$ cat src/rtl/npc_pkg.sv
package npc_pkg;

  typedef enum logic [1:0] {
    FLOW_SEQ = 2'd0,
    FLOW_BR  = 2'd1,
    FLOW_JMP = 2'd2,
    FLOW_REG = 2'd3
  } flow_e;

  localparam int unsigned OPC_W = 6;
  localparam logic [OPC_W-1:0] OPC_RTYPE = 6'd0;
  localparam logic [OPC_W-1:0] OPC_CALL  = 6'd3;
  localparam logic [OPC_W-1:0] FN_REGJMP = 6'b001000;

endpackage

$ cat src/rtl/npc_decode.sv
module npc_decode
  import npc_pkg::*;
(
  input  logic [OPC_W-1:0] opcode,
  input  logic [OPC_W-1:0] funct,
  input  logic             alu_zero,
  input  logic             branch,
  input  logic             branch_ne,
  input  logic             jump,
  output flow_e            flow,
  output logic             is_call
);

  logic reg_jump;
  logic br_taken;

  always_comb begin
    reg_jump = (opcode == OPC_RTYPE) && (funct == FN_REGJMP);
    is_call  = (opcode == OPC_CALL);
    br_taken = branch && (alu_zero ^ branch_ne);
    if (reg_jump)              flow = FLOW_REG;
    else if (jump || is_call)  flow = FLOW_JMP;
    else if (br_taken)         flow = FLOW_BR;
    else                       flow = FLOW_SEQ;
  end

  always_comb begin
    if (reg_jump) begin
      assert_regjump_top_R8: assert (flow == FLOW_REG)
        else $error("register jump lost priority");
    end
  end

endmodule

$ cat src/rtl/npc_targets.sv
module npc_targets #(
  parameter int unsigned XLEN   = 32,
  parameter int unsigned IMM_W  = 16,
  parameter int unsigned JIDX_W = 26
) (
  input  logic [XLEN-1:0]   pc,
  input  logic [JIDX_W-1:0] jfield,
  output logic [XLEN-1:0]   seq_pc,
  output logic [XLEN-1:0]   br_pc,
  output logic [XLEN-1:0]   jmp_pc
);

  localparam int unsigned HI_W  = XLEN - JIDX_W - 2;
  localparam int unsigned EXT_W = XLEN - IMM_W - 2;
  localparam logic [XLEN-1:0] STEP = XLEN'(4);

  logic [XLEN-1:0] br_off;

  always_comb begin
    seq_pc = pc + STEP;
    br_off = {{EXT_W{jfield[IMM_W-1]}}, jfield[IMM_W-1:0], 2'b00};
    br_pc  = seq_pc + br_off;
    jmp_pc = {pc[XLEN-1 -: HI_W], jfield, 2'b00};
  end

endmodule

$ cat src/rtl/npc_link.sv
module npc_link #(
  parameter int unsigned XLEN     = 32,
  parameter int unsigned RIDX_W   = 5,
  parameter int unsigned LINK_REG = 31
) (
  input  logic              is_call,
  input  logic [XLEN-1:0]   ret_addr,
  output logic              link_we,
  output logic [RIDX_W-1:0] link_idx,
  output logic [XLEN-1:0]   link_data
);

  localparam logic [RIDX_W-1:0] LINK_IDX = RIDX_W'(LINK_REG);

  always_comb begin
    link_we   = is_call;
    link_idx  = is_call ? LINK_IDX : '0;
    link_data = is_call ? ret_addr : '0;
  end

endmodule

$ cat src/rtl/npc_link_unit.sv
module npc_link_unit
  import npc_pkg::*;
#(
  parameter int unsigned XLEN     = 32,
  parameter int unsigned RIDX_W   = 5,
  parameter int unsigned LINK_REG = 31
) (
  input  logic [XLEN-1:0]   pc_i,
  input  logic [31:0]       instr_i,
  input  logic [XLEN-1:0]   rs_val_i,
  input  logic              alu_zero_i,
  input  logic              branch_i,
  input  logic              branch_ne_i,
  input  logic              jump_i,
  output logic [XLEN-1:0]   next_pc_o,
  output logic              link_we_o,
  output logic [RIDX_W-1:0] link_idx_o,
  output logic [XLEN-1:0]   link_data_o
);

  localparam int unsigned IMM_W  = 16;
  localparam int unsigned JIDX_W = 26;
  localparam int unsigned HI_W   = XLEN - JIDX_W - 2;

  flow_e           flow;
  logic            is_call;
  logic [XLEN-1:0] seq_pc, br_pc, jmp_pc;

  npc_decode u_decode (
    .opcode    (instr_i[31:26]),
    .funct     (instr_i[5:0]),
    .alu_zero  (alu_zero_i),
    .branch    (branch_i),
    .branch_ne (branch_ne_i),
    .jump      (jump_i),
    .flow      (flow),
    .is_call   (is_call)
  );

  npc_targets #(.XLEN(XLEN), .IMM_W(IMM_W), .JIDX_W(JIDX_W)) u_targets (
    .pc     (pc_i),
    .jfield (instr_i[JIDX_W-1:0]),
    .seq_pc (seq_pc),
    .br_pc  (br_pc),
    .jmp_pc (jmp_pc)
  );

  npc_link #(.XLEN(XLEN), .RIDX_W(RIDX_W), .LINK_REG(LINK_REG)) u_link (
    .is_call   (is_call),
    .ret_addr  (seq_pc),
    .link_we   (link_we_o),
    .link_idx  (link_idx_o),
    .link_data (link_data_o)
  );

  always_comb begin
    unique case (flow)
      FLOW_REG: next_pc_o = rs_val_i;
      FLOW_JMP: next_pc_o = jmp_pc;
      FLOW_BR:  next_pc_o = br_pc;
      default:  next_pc_o = seq_pc;
    endcase
  end

  // Checks relating the decoded instruction, the strobes and the outputs.
  always_comb begin
    if (link_we_o) begin
      assert_link_fields_R6: assert (link_idx_o == RIDX_W'(LINK_REG)
                                     && link_data_o == pc_i + XLEN'(4))
        else $error("call link fields wrong");
    end else begin
      assert_link_quiet_R9: assert (link_idx_o == '0 && link_data_o == '0)
        else $error("link fields active without call");
    end
    if (instr_i[31:26] == OPC_RTYPE && instr_i[5:0] == FN_REGJMP) begin
      assert_regjump_R7: assert (next_pc_o == rs_val_i)
        else $error("register jump target wrong");
    end
    if ((jump_i || link_we_o) && flow != FLOW_REG) begin
      assert_jump_region_R5: assert (next_pc_o[XLEN-1 -: HI_W] == pc_i[XLEN-1 -: HI_W]
                                     && next_pc_o[1:0] == 2'b00)
        else $error("absolute target leaves region");
    end
    if (!branch_i && !jump_i && !link_we_o && flow != FLOW_REG) begin
      assert_seq_R1: assert (next_pc_o == pc_i + XLEN'(4))
        else $error("sequential step wrong");
    end
  end

endmodule

$ cat config.mk
export PLATFORM = sky130hd
export DESIGN_NAME = npc_link_unit
export DESIGN_NICKNAME = d
export VERILOG_FILES = /design/src/rtl/npc_pkg.sv /design/src/rtl/npc_decode.sv /design/src/rtl/npc_targets.sv /design/src/rtl/npc_link.sv /design/src/rtl/npc_link_unit.sv
export SDC_FILE = /design/constraint.sdc
export NUM_CORES = 1
export LEC_CHECK = 0
export BUFFER_PORTS_ARGS = -buffer_cell sky130_fd_sc_hd__clkbuf_2
export CAP_MARGIN = 20
export CORE_MARGIN = 2
export CORE_UTILIZATION = 44
export DETAILED_ROUTE_END_ITERATION = 8
export PLACE_DENSITY = 0.81
export REMOVE_ABC_BUFFERS = 1
export SYNTH_ARGS = -nofsm -noshare
export SYNTH_HDL_FRONTEND = slang
export SYNTH_SLANG_ARGS = --single-unit
$ cat constraint.sdc
create_clock -name vclk -period 3.9
set_clock_uncertainty 0.2 [all_clocks]
set_input_delay 0.39 -clock vclk [all_inputs]
set_output_delay 0.39 -clock vclk [all_outputs]
set_load 0.01 [all_outputs]
==> impl_summary.log <==
INFO  metric run_status = complete, but fails checks
INFO  metric violations = negative setup slack
INFO  metric final_cell_mix = clkbuf_2, buf_4, nor2_1
INFO  metric layout.cells.most_common = clkbuf_2
INFO  metric holdBufCountCts = 0
INFO  metric initial_core_util = 0.452
INFO  metric power.total = about 0.9 mW
INFO  metric grt_antenna_before_repair = 0
INFO  metric fraction_of_the_mapped_netlist_area_in_compound_gates = 0.357
INFO  metric simple_gate_share_of_the_synthesized_area = 0.288
INFO  metric remaining_antenna_violation_count = 0
INFO  metric min_from = rs_val_i[1]
INFO  metric route.met3.wl = 1600 um
INFO  metric synth-seq-area-share = 0
INFO  metric wirelength = 17500 um
INFO  metric synth.avg_cell_area = between 6 and 7 um2
INFO  metric final_net_count = ~940
INFO  metric detail_placement_hpwl = about 12000 um
INFO  metric stdcell_area = about 5900 um2
INFO  metric cp-end-kind = output port
INFO  metric layout.sequential_cells = 0
INFO  metric final_period_minus_worst_setup_slack = between 4 and 5 ns
INFO  metric post_route_cells_drive_above_1_share = 0.529
INFO  metric synthAdderAreaFrac = 0.136
INFO  metric worst_path_largest_cell_delay = between 0.3 and 0.4 ns
INFO  metric place.port_buffers = 170
INFO  metric via_count = between 5000 and 6000
INFO  metric gp_routability_congestion = between 0.9 and 1
INFO  metric finalSetupViolCount = 11
INFO  metric antenna_cells = 0
INFO  metric worst_ep_required_time = roughly 3.3 ns
INFO  metric synth-warning-count = 0
INFO  metric power_leakage = about 2.9 nW
INFO  metric cap_violations = 0
INFO  metric min_path_type = in2out
INFO  metric drt-met1-wl = 6520 um
INFO  metric path_cells = buf_6 -> and4_4 -> nand4_1 -> nor2_1 -> buf_4 -> and2_4 -> nand2_2 -> xnor2_1 -> buf_4 -> ha_4 -> a21oi_2 -> nor2b_1 -> o21ai_2 -> nand2b_1 -> a21oi_1 -> nor2b_1 -> a311oi_2 -> mux2i_1 -> a221oi_2 -> buf_2
INFO  metric highest-signal-layer = met4
INFO  metric setup.worst_path.class = in2out
INFO  metric setup-tns-final = -1.81 ns
INFO  metric synth_cells = 511
INFO  metric worstPathArrival = 3.57 ns
INFO  metric pwr_density_cell = between 100 and 150 nW/um2
INFO  metric area.growth.synth_to_final = 80.7%
INFO  metric yosys.area_share.xor_xnor = 0.147
INFO  metric worst_hold_path.num_cells = 3
INFO  metric register_area = 0 um2
INFO  metric placedInstanceArea = approximately 5000 um2
INFO  metric synthDistinctLibCells = 58
INFO  metric synth_top_family_by_area = compound AO/OA/AOI/OAI gates
INFO  metric route.detailed.drc = 0
INFO  metric crit_path_max_delay_cell_type = a311oi_2
INFO  metric dieArea = roughly 8000 um2
INFO  metric worst_hold_margin = about 0.9 ns
INFO  metric worst_hold_path.endpoint = next_pc_o[1]
INFO  metric global_route.overflow_total = 0
INFO  metric detailedRoute.firstPassIterationCount = 5
INFO  metric layout_worst_path_cycle_share = 1.07
INFO  metric detailedPlace.worstSlack = -0.379 ns
INFO  metric layoutNonFillerInstCount = between 900 and 1000
INFO  metric achievable-frequency = ~240 MHz
INFO  metric netlist_area = about 3300 um2
INFO  metric final_core_util = 0.817
INFO  metric design.portCount = between 150 and 200
INFO  metric synth.mux.area_fraction = 0.00915
INFO  metric floorplan_die_height = 90.4 um
INFO  metric nClkBuffers = 0
INFO  metric finalHoldViolCount = 0
INFO  metric rsz0062_at_grt = true
INFO  metric worst_slew_pin_slew = ~0.75 ns
INFO  metric drtIter0Drc = about 440
INFO  metric relSlewSlack = 0.501
INFO  metric grt_pass1_vias = ~5200
INFO  metric wire_length_of_the_first_global_routing_pass = 25000 um
INFO  metric floorplan.die.width = between 90 and 100 um
INFO  metric detail_route.vias_per_cell = slightly above 6
INFO  metric numPlacedInstances = a little under 900
INFO  metric worstPathMaxFanout = 4
INFO  metric worst_setup_path_start_kind = input pin
INFO  metric slew_viol_final = 0
INFO  metric peakVddDrop = around 73 uV
INFO  metric finalWorstSetupSlack = -0.262 ns
INFO  metric track_usage = 0.372
INFO  metric grt_start_max_net_pins = 23
INFO  metric wire_per_inst = ~19 um
INFO  metric core_area = between 7000 and 8000 um2
INFO  metric core.rowCount = 31
INFO  metric met2WireLength = approximately 8300 um
[cell families after synthesis]
kind of cell	count (synthesis)
buffers and inverters	50
adder cells (fa/ha/maj)	35
AND/OR/NAND/NOR	195
AO/OA/AOI/OAI	173
multiplexers	3
XOR/XNOR	55
[how the worst max path moves through the flow]
stage                       start             to  cells past startpoint
after global routing      pc_i[5]  next_pc_o[28]                     20
after detailed placement  pc_i[5]  next_pc_o[30]                     20
after CTS                 pc_i[5]  next_pc_o[27]                     17
after floorplan           pc_i[5]  next_pc_o[29]                     15
after global placement    pc_i[5]  next_pc_o[30]                     20
final                     pc_i[5]  next_pc_o[28]                     20
[cell usage after synthesis (10+ instances only)]
library cell | count | area, um2
nor2_1 | 65 | 244
a21oi_1 | 51 | 255
nand2_1 | 42 | 158
ha_1 | 34 | 425
o21ai_0 | 32 | 160
xnor2_1 | 29 | 254
inv_1 | 28 | 105
xor2_1 | 26 | 228
and2_1 | 18 | 113
clkbuf_1 | 14 | 52.6
nand3_1 | 14 | 70.1
a21o_1 | 11 | 82.6
a22oi_1 | 11 | 82.6
nor3_1 | 11 | 55.1
nand4_1 | 10 | 62.6
[layer usage]
metal,global-route usage,vias to the layer above
li1,-,2460
met1,0.466,2561
met2,0.650,401
met3,0.0301,101
met4,0.160,0
met5,0,-
[power breakdown]
group	total, mW	internal (mW)	leakage [nW]	switching (mW)
sequential	0	0	0	0
combinational	0.875	0.418	2.91	0.457
clock	0	0	0	0
[critical path: cells and delay by family]
kind	cells	cell delay [ns]
xor+xnor	1	0.17
mux	1	0.15
simple gates	8	1.05
fa+ha+maj	1	0.21
compound gates	5	1.01
buf+inv	4	0.60
[what timing repair did]
item,in CTS,in global routing
pin swaps,40,51
buffers inserted,14,17
setup endpoints to repair,14,17
gates resized for setup,73,67
[area by class of cell]
type / instances / area, um2
fill: 480 / 1330
inverter: 28 / 105
multi-input combinational: 461 / 3700
tap: 99 / 124
timing repair buffer: 317 / 2000
No activity file was read; power rests on OpenSTA's default activity.
